### src/rtl/rxw_pkg.sv
package rxw_pkg;
  typedef enum logic [2:0] {
    PH_IDLE   = 3'd0,
    PH_OFF    = 3'd1,
    PH_WAKE   = 3'd2,
    PH_SETTLE = 3'd3,
    PH_ON     = 3'd4,
    PH_HOLD   = 3'd5
  } rxw_phase_e;
endpackage

### src/rtl/rxw_phase_timer.sv
module rxw_phase_timer #(
  parameter int W = 16
) (
  input  logic         clk_i,
  input  logic         rst_ni,
  input  logic         load_i,
  input  logic [W-1:0] load_val_i,
  input  logic         tick_i,
  output logic         expire_o
);
  logic [W-1:0] cnt_q;

  always_ff @(posedge clk_i or negedge rst_ni) begin
    if (!rst_ni)                   cnt_q <= '0;
    else if (load_i)               cnt_q <= load_val_i;
    else if (tick_i && cnt_q != '0) cnt_q <= cnt_q - 1'b1;
  end

  assign expire_o = tick_i && (cnt_q == '0);
endmodule

### src/rtl/rxw_seq_fsm.sv
module rxw_seq_fsm
  import rxw_pkg::*;
#(
  parameter int TIMER_W = 16,
  parameter int WAKE_W  = 8
) (
  input  logic               clk_i,
  input  logic               rst_ni,
  input  logic               run_ok_i,
  input  logic               cs_i,
  input  logic               line_i,
  input  logic               expire_i,
  input  logic [TIMER_W-1:0] t_off_i,
  input  logic [WAKE_W-1:0]  t_wake_i,
  input  logic [TIMER_W-1:0] t_settle_i,
  input  logic [TIMER_W-1:0] t_on_i,
  output rxw_phase_e         phase_o,
  output logic               load_o,
  output logic [TIMER_W-1:0] load_val_o
);
  localparam int PAD_W = TIMER_W - WAKE_W;

  rxw_phase_e ph_q, ph_d;

  always_comb begin
    ph_d       = ph_q;
    load_o     = 1'b0;
    load_val_o = t_off_i;
    if (!run_ok_i) begin
      ph_d = PH_IDLE;
    end else begin
      unique case (ph_q)
        PH_IDLE: if (cs_i && line_i) begin
          ph_d   = PH_OFF;
          load_o = 1'b1;
        end
        PH_OFF: if (expire_i) begin
          ph_d       = PH_WAKE;
          load_o     = 1'b1;
          load_val_o = {{PAD_W{1'b0}}, t_wake_i};
        end
        PH_WAKE: if (expire_i) begin
          ph_d       = PH_SETTLE;
          load_o     = 1'b1;
          load_val_o = t_settle_i;
        end
        PH_SETTLE: if (expire_i) begin
          ph_d       = PH_ON;
          load_o     = 1'b1;
          load_val_o = t_on_i;
        end
        PH_ON: if (expire_i) begin
          // host still holding the line: stay awake
          if (!line_i) ph_d = PH_HOLD;
          else begin
            ph_d   = PH_OFF;
            load_o = 1'b1;
          end
        end
        PH_HOLD: if (line_i) begin
          ph_d   = PH_OFF;
          load_o = 1'b1;
        end
        default: ph_d = PH_IDLE;
      endcase
    end
  end

  always_ff @(posedge clk_i or negedge rst_ni) begin
    if (!rst_ni) ph_q <= PH_IDLE;
    else         ph_q <= ph_d;
  end

  assign phase_o = ph_q;
endmodule

### src/rtl/rxw_pwr_gate.sv
module rxw_pwr_gate
  import rxw_pkg::*;
#(
  parameter int N_MOD = 4
) (
  input  rxw_phase_e       phase_i,
  input  logic             duty_en_i,
  input  logic             sleep_i,
  input  logic [N_MOD-1:0] pwr_mask_i,
  output logic [N_MOD-1:0] mod_pwr_o,
  output logic             line_drive_o,
  output logic             data_en_o
);
  logic powered, listen, cont;

  assign cont    = !duty_en_i;
  assign powered = (phase_i == PH_SETTLE) || (phase_i == PH_ON) || (phase_i == PH_HOLD);
  assign listen  = (phase_i == PH_ON) || (phase_i == PH_HOLD);

  for (genvar i = 0; i < N_MOD; i++) begin : g_mod
    assign mod_pwr_o[i] = !sleep_i && pwr_mask_i[i] && (cont || powered);
  end

  assign line_drive_o = !sleep_i && duty_en_i && (phase_i == PH_WAKE);
  assign data_en_o    = !sleep_i && (cont || listen);
endmodule

### src/rtl/rxw_wake_seq.sv
module rxw_wake_seq
  import rxw_pkg::*;
#(
  parameter int N_MOD   = 4,
  parameter int TIMER_W = 16,
  parameter int WAKE_W  = 8
) (
  input  logic               clk_i,
  input  logic               rst_ni,
  input  logic               tick_i,
  input  logic               duty_en_i,
  input  logic               sleep_i,
  input  logic               cs_i,
  input  logic [N_MOD-1:0]   pwr_mask_i,
  input  logic [TIMER_W-1:0] t_off_i,
  input  logic [WAKE_W-1:0]  t_wake_i,
  input  logic [TIMER_W-1:0] t_settle_i,
  input  logic [TIMER_W-1:0] t_on_i,
  input  logic               line_i,
  output logic               line_drive_o,
  output logic [N_MOD-1:0]   mod_pwr_o,
  output logic               data_en_o
);
  rxw_phase_e         phase;
  logic               load, expire, run_ok;
  logic [TIMER_W-1:0] load_val;

  assign run_ok = duty_en_i && !sleep_i;

  rxw_seq_fsm #(.TIMER_W(TIMER_W), .WAKE_W(WAKE_W)) u_fsm (
    .clk_i      (clk_i),
    .rst_ni     (rst_ni),
    .run_ok_i   (run_ok),
    .cs_i       (cs_i),
    .line_i     (line_i),
    .expire_i   (expire),
    .t_off_i    (t_off_i),
    .t_wake_i   (t_wake_i),
    .t_settle_i (t_settle_i),
    .t_on_i     (t_on_i),
    .phase_o    (phase),
    .load_o     (load),
    .load_val_o (load_val)
  );

  rxw_phase_timer #(.W(TIMER_W)) u_tmr (
    .clk_i      (clk_i),
    .rst_ni     (rst_ni),
    .load_i     (load),
    .load_val_i (load_val),
    .tick_i     (tick_i),
    .expire_o   (expire)
  );

  rxw_pwr_gate #(.N_MOD(N_MOD)) u_gate (
    .phase_i      (phase),
    .duty_en_i    (duty_en_i),
    .sleep_i      (sleep_i),
    .pwr_mask_i   (pwr_mask_i),
    .mod_pwr_o    (mod_pwr_o),
    .line_drive_o (line_drive_o),
    .data_en_o    (data_en_o)
  );
endmodule

### config.mk
export PLATFORM = sky130hd
export DESIGN_NAME = rxw_wake_seq
export DESIGN_NICKNAME = d
export VERILOG_FILES = /design/src/rtl/rxw_pkg.sv /design/src/rtl/rxw_phase_timer.sv /design/src/rtl/rxw_seq_fsm.sv /design/src/rtl/rxw_pwr_gate.sv /design/src/rtl/rxw_wake_seq.sv
export SDC_FILE = /design/constraint.sdc
export NUM_CORES = 1
export LEC_CHECK = 0
export BUFFER_PORTS_ARGS = -buffer_cell sky130_fd_sc_hd__buf_2
export CELL_PAD_IN_SITES_DETAIL_PLACEMENT = 1
export CELL_PAD_IN_SITES_GLOBAL_PLACEMENT = 2
export CORE_UTILIZATION = 28
export DETAILED_ROUTE_END_ITERATION = 16
export PLACE_DENSITY = 0.85
export SKIP_CTS_REPAIR_TIMING = 1
export SYNTH_ARGS = -nofsm -noshare
export SYNTH_HDL_FRONTEND = slang
export SYNTH_SLANG_ARGS = --single-unit
export TNS_END_PERCENT = 20
### constraint.sdc
create_clock -name clk_i -period 2.4 [get_ports clk_i]
set_input_delay 0.12 -clock clk_i [delete_from_list [all_inputs] [get_ports clk_i]]
set_output_delay 0.12 -clock clk_i [all_outputs]
set_load 0.01 [all_outputs]
==> results of run 1 <==
[worst min-delay path: cells and delay by family]
kind	cells	cell delay [ps]
muxes	2	160
buffers and inverters	1	70
[per-stage QoR]
stage	area (µm²)	TNS, ps	utilization, %	setup WS [ps]
final	2401	0	37.60	191.4
after global routing	2401	0	37.60	10.54
after CTS	2355	-33.96	36.87	-26.95
after detailed placement	2310	0	36.17	11.26
after global placement	2310	0	36.17	86.75
after floorplan	1857	0	-	300.1
[layer usage]
layer	share of wire (%)	GRT usage [%]	vias to the layer above
met2	52	28.54	33
met1	45	21.12	887
met5	0	0	-
met3	2.8	1.392	2
li1	-	-	918
met4	0.76	3.852	0
[synthesized netlist by cell type, types with 2 or more instances]
| cell | count |
|---|---|
| xnor2_1 | 11 |
| nor3_1 | 9 |
| nand4_1 | 3 |
| nor2b_1 | 9 |
| a21oi_1 | 4 |
| clkbuf_1 | 4 |
| or3_1 | 3 |
| nand2b_1 | 3 |
| nor2_1 | 24 |
| o21ai_1 | 2 |
| nand3_1 | 6 |
| nor4_1 | 2 |
| inv_1 | 6 |
| ha_1 | 2 |
| dfrtp_1 | 19 |
| nand2_1 | 11 |
| o22ai_1 | 2 |
| xor2_1 | 6 |
| mux2i_1 | 35 |
| a31oi_1 | 3 |
| a22oi_1 | 7 |
| mux2_2 | 6 |
| and2_1 | 2 |
| or3_4 | 2 |
| o21ai_0 | 5 |
[logic make-up after synthesis]
logic type	share of synthesized area, %
buffers and inverters	5.323
DFF	25.61
muxes	22.51
xor gates and xnor gates	8.019
AOI/OAI and AO/OA	11.32
adders and majority gates	1.347
and+or+nand+nor	25.88
[flip-flops by register name, indices dropped and copies added (netlist names)]
name,cells
u_fsm.phase_o,3
u_tmr.cnt_q,16
[final timing paths]
| kind | start | end | slack [ps] | cells after the start |
|---|---|---|---|---|
| max in group asynchronous | rst_ni | u_tmr.cnt_q[3] | 1750 | 2 |
| min in group asynchronous | rst_ni | u_tmr.cnt_q[1] | 340 | 2 |
| setup reg to reg | u_tmr.cnt_q[3] | u_tmr.cnt_q[0] | 190 | 8 |
| setup / recovery | u_tmr.cnt_q[3] | u_tmr.cnt_q[0] | 190 | 8 |
| hold reg to reg | u_tmr.cnt_q[1] | u_tmr.cnt_q[1] | 590 | 2 |
| hold / removal | t_off_i[9] | u_tmr.cnt_q[9] | 150 | 3 |
[power groups by stage]
stage                     sequential [mW]  clock, mW  combinational [mW]
final                               0.589      0.228               0.500
after global routing                0.607      0.253               0.557
after CTS                           0.587      0.235               0.490
after detailed placement            0.592          0               0.484
after global placement              0.583          0               0.477
after floorplan                     0.554          0               0.341
[final cells by class]
| type | count | area, µm² |
|---|---|---|
| inverter | 6 | 22.52 |
| multi-input combinational | 175 | 1289 |
| timing repair buffer | 85 | 473.0 |
| clock buffer | 4 | 45.04 |
| tap | 77 | 96.34 |
| sequential | 19 | 475.5 |
| fill | 821 | 3985 |
==> results.md, run 1 <==
- Status: finished clean
- Critical path class: register to register
- CP max stage delay: 440 ps
- FF+latch count, synth: 19
- Critical path data arrival time: 2320 ps
- Ys async rst share: 100.0%
- Normalized max-slew margin: 51.17%
- H-tree depth: 1
- First-pass GRT wire length: 9197 µm
- Max Root-Sink Buffers: 2
- Wire length per cell: around 15 µm
- Number of synthesized flops with an enable pin: 0
- # DRC: 0
- Yosys top cell area share: 25.61%
- Core Rows: 29
- Final std cells w/o fill: 366
- Leakage power: about 1.1 nW
- Worst slew pin tran: approximately 730 ps
- Cell accounting for the most synthesized area: dfrtp_1
- Buf/Inv on CP: 2
- Routed Antenna Nets: 0
- CP required: 2520 ps
- Clk sinks: 19
- P_int: 0.8097 mW
- Top FF cell, synth: dfrtp_1
- Vias per std cell: approximately 5.0
- CTS tree: done
- Sw frac: a little under 40%
- DPL Wire Length: 4346 µm
- Clock network power share: 17.3%
- Die X: 83.44 µm
- # setup viols final: 0
- Initial antenna violation count: 0
- Crit end category: register
- Hold slack: 149.3 ps
- Clk_lat worst skew: 250 ps
- Critical path, cell by cell: nor4_4 > buf_4 > nand2_4 > or3_4 > nor2_4 > buf_4 > mux2i_1 > mux2i_1
- Fin crit period: ~2200 ps
- Nets@finish: 359
- Height of the die: 83.44 µm
- Synth Net Count: 279
- Netlist cell types: 49
- Final Slew Violations: 0
- Reg power frac: 44.7%
- I/O Buffers: 72
- Starting density of the core: about 29%
- Antenna diode count: 0
- Core area: 6386 µm²
- WL final: 5398 µm
- IO Pins: 73
- First drt pass iteration count: 4
- Power Density: 548.2 nW/µm²
- Largest net degree at the start of global routing: 22
- Layout area overhead: 29.31%
- Vias in the first global route: 1,955
- CTS buffer count: 3
- Ys Warns: 0
- Sequential element share of the synthesized area: 25.61%
- Endpoints failing hold: 0
- Max Clk Rate: 452.8 MHz
- CTS root buf: clkbuf_8
- Logic gate share of total power: 38.0%
- Starting DRT DRC Count: 50
- Top cells by area, synth: dfrtp_1 26%, mux2i_1 19%, xnor2_1 5.2%, nor2_1 4.9%, mux2_2 3.6%
- Share of layout cells above drive strength 1: 35.99%
- Via Count: 1,840
- Max Cap Viol: 0
- RD Place Congestion: 0.8351
- Placed cells: ~360
- Grt ovf: 0
- Skew final: approximately 2.6 ps
- Commonest non-fill, non-tap cells in the layout: 72 x buf_2, 35 x mux2i_1, 24 x nor2_1
- Worst IR drop on VDD: ~0.26 mV
- Total GRT Usage: 16.10%
- Switching Power: 0.5067 mW
- Final Power: 1.316 mW
- Synthesized instance count: 210
- RSZ-0062 raised after global routing: no
- Final Cycle Share: 92.02%
- Reg clk slew, reported paths: 80 ps
- Crit start category: register
- Commonest non-fill, non-tap cell in the layout: buf_2
- Min-Delay Path Class: input pin to register
- Cell family with most CP delay: simple AND/OR/NAND/NOR gates
- Slowest CP cell: dfrtp_1
- Crit Path Max Fanout: 5
- Cell area after synthesis: 1857 µm²
- Die Area: 6961 µm²
- Avg Inst Size Synth: 8.842 µm²
Power figures use the tool's default switching activity.
==> inputs of run 2 (changes only) <==
--- a/config.mk
+++ b/config.mk
@@ -8,11 +8,12 @@
 export BUFFER_PORTS_ARGS = -buffer_cell sky130_fd_sc_hd__buf_2
 export CELL_PAD_IN_SITES_DETAIL_PLACEMENT = 1
 export CELL_PAD_IN_SITES_GLOBAL_PLACEMENT = 2
-export CORE_UTILIZATION = 28
+export CORE_UTILIZATION = 29
 export DETAILED_ROUTE_END_ITERATION = 16
-export PLACE_DENSITY = 0.85
+export PLACE_DENSITY = 0.84
 export SKIP_CTS_REPAIR_TIMING = 1
 export SYNTH_ARGS = -nofsm -noshare
 export SYNTH_HDL_FRONTEND = slang
+export SYNTH_HIERARCHICAL = 1
 export SYNTH_SLANG_ARGS = --single-unit
 export TNS_END_PERCENT = 20
==> run 2 against run 1 <==
Compared with the run above: the run now ends with setup timing left; critical path depth up 5; worst setup slack got worse by 220 ps; clock skew up 4.8 ps; maximum frequency down 9.2%; register-to-register slack worse by 220 ps; global-route usage rose by 2.2 points; sequential share of layout area shrank 4.0 points; critical path type unchanged.
==> results.md, run 2 <==
- Status: finished with violations
- Failing checks: setup timing
- Critical path class: register to register
- Leakage power: 1.277 nW
- CTS tree: done
- Worst IR drop on VDD: 0.2280 mV
- Worst slew pin tran: roughly 740 ps
- Fillers: around 870
- Avg Inst Size Synth: ~8.7 µm²
- Crit start category: register
- Top sig layer: met4
- Via Count: around 2,300
- Worst Slack Setup Final: -31.27 ps
- Top-count cell post-synth: mux2_2
- Worst Reg-to-Reg Cells: 13
- CTS buffer count: 3
- Met2 wire length: 3454 µm
- Netlist cell types: 54
- Final Slew Violations: 0
- Final Power: 1.478 mW
- Ys async rst share: 100.0%
- Fin area: 3015 µm²
- Fin crit period: 2431 ps
- Starting density of the core: a little under a third
- WL final: roughly 7000 µm
- First-pass GRT wire length: 11,130 µm
- Vias in the first global route: between 2,000 and 2,500
- IO Pins: 73
- Routed Antenna Nets: 0
- Top FF cell, synth: dfrtp_1
- Synthesized instance count: 245
- Final std cells w/o fill: 440
- I/O Buffers: 72
- Grt ovf: 0
- Max Cap Viol: 0
- CP required: 2600 ps
- Initial antenna violation count: 0
- Reg clk slew, reported paths: 80 ps
- Hold depth: 3
- RD Place Congestion: 0.8613
- Min-Delay Path Class: input pin to register
- Starting DRT DRC Count: 69
- Placed cells: 431
- Nets@finish: 413
- Top cells by area, synth: dfrtp_1 22%, mux2_2 13%, mux2_4 5.6%, a31oi_1 5.3%, nor2_1 3.5%
- WL met3: about 210 µm
- Vias per std cell: 5.202
- H-tree depth: 1
- Hold slack: 197.3 ps
- Cell accounting for the most synthesized area: dfrtp_1
- Clk_lat worst skew: 270 ps
- Core area: 6944 µm²
- Skew final: 7.338 ps
- Most flops, register: u_tmr/cnt_q
- FF+latch count, synth: 19
- DPL Wire Length: 5453 µm
- # DRC: 0
- Critical path data arrival time: 2630 ps
- Top cells by count, synth: 25 x mux2_2, 20 x nor2_1, 19 x dfrtp_1, 19 x nand2_1, 18 x a31oi_1
- Crit Path Max Fanout: 7
- Routed length on met1: approximately 3300 µm
- Die Area: around 7700 µm²
- Power Density: 490.2 nW/µm²
- Max Clk Rate: 411.3 MHz
- Largest net degree at the start of global routing: 21
- CTS root buf: clkbuf_8
- Wire length per cell: between 15 and 20 µm
- Total GRT Usage: 18.25%
- Sequential element share of the synthesized area: 22.25%
- # setup viols final: 2
- Crit end category: register
- Ys Warns: 6
- Commonest non-fill, non-tap cell in the layout: buf_2
- Synth Net Count: 313
- Yosys top cell area share: 22.25%
- Max Root-Sink Buffers: 2
- Endpoints failing hold: 0
- RSZ-0062 raised after global routing: yes
- Core Rows: 30
- Antenna diode count: 0
- Height of the die: 87.85 µm
- Share of layout cells above drive strength 1: 52.03%
- Commonest non-fill, non-tap cells in the layout: 72 x buf_2, 33 x buf_4, 19 x mux2_2, 19 x nand2_1, 19 x dfrtp_1
- Normalized max-slew margin: 50.67%
- Cell area after synthesis: ~2100 µm²
- Layout area overhead: 41.10%
- First drt pass iteration count: 4
- Placed cell area: roughly 2800 µm²
- Die X: roughly 88 µm
- Number of synthesized flops with an enable pin: 0
- Max reg flops: 16
- Clk sinks: 19
- Final Cycle Share: 101.3%
==> run 2: changes by cell type in the layout (fill, tap and decap cells not counted), sizes merged, moves of 8 or more <==
cell / before / now
a31oi: 4 / 18
mux2: 6 / 33
buf: 84 / 110
mux2i: 35 / 2
a22o: 0 / 8
xnor2: 11 / 3
==> run 2: final timing paths <==
kind / slack [ps] / from / end
max: -30 / u_tmr/cnt_q[0] / u_tmr/cnt_q[4]
min: 200 / t_off_i[14] / u_tmr/cnt_q[14]
max reg2reg: -30 / u_tmr/cnt_q[0] / u_tmr/cnt_q[4]
min reg2reg: 590 / u_tmr/cnt_q[11] / u_tmr/cnt_q[11]
max in group asynchronous: 1740 / rst_ni / u_tmr/cnt_q[0]
min in group asynchronous: 330 / rst_ni / u_tmr/cnt_q[11]
==> run 2: cell type report <==
| class | instances | area (µm²) | share of cell area, % |
|---|---|---|---|
| clock buffer | 3 | 41.29 | 1.369 |
| timing repair buffer | 112 | 708.2 | 23.49 |
| inverter | 9 | 36.28 | 1.203 |
| multi-input combinational | 200 | 1629 | 54.02 |
| sequential | 19 | 475.5 | 15.77 |
| clock inverter | 1 | 5.005 | 0.1660 |
| tap | 96 | 120.1 | 3.983 |
==> run 2: logic make-up after synthesis <==
kind of cell             synth area share (%)
multiplexers                            19.73
buffers and inverters                   6.381
XOR/XNOR                                1.230
flip-flops                              22.25
adder cells (fa/ha/maj)                0.5854
AO/OA/AOI/OAI                           25.00
AND/OR/NAND/NOR                         24.82
==> run 2: metrics by stage <==
step	setup WS (ps)	setup TNS (ps)	util [%]
after floorplan	-63.79	-757.8	-
after global placement	21.56	0	40.67
after detailed placement	-66.79	-246.9	40.67
after CTS	-94.39	-479.4	41.33
after global routing	-185.7	-1415	43.42
final	-31.27	-36.06	43.42
==> run 2: worst max-delay path, stage by stage, from the launching register on <==
cell and delay [ps]:
dfrtp_1 370, inv_2 60, ha_4 160, nor4b_4 120
nand4_1 150, nor2_4 80, buf_12 140, o21ai_2 110
a21oi_2 70, o21a_2 250, buf_6 130, buf_4 130
or4_1 500, nand3_1 90
==> run 2: per-layer routing <==
metal / GRT usage [%] / up-vias
li1: - / 1142
met1: 23.30 / 1105
met2: 32.84 / 37
met3: 2.074 / 5
met4: 4.024 / 0
met5: 0 / -
==> run 2: power breakdown <==
group	total [mW]	internal, mW	switching, mW
clock	0.243	0.116	0.126
sequential	0.520	0.419	0.101
combinational	0.715	0.379	0.337
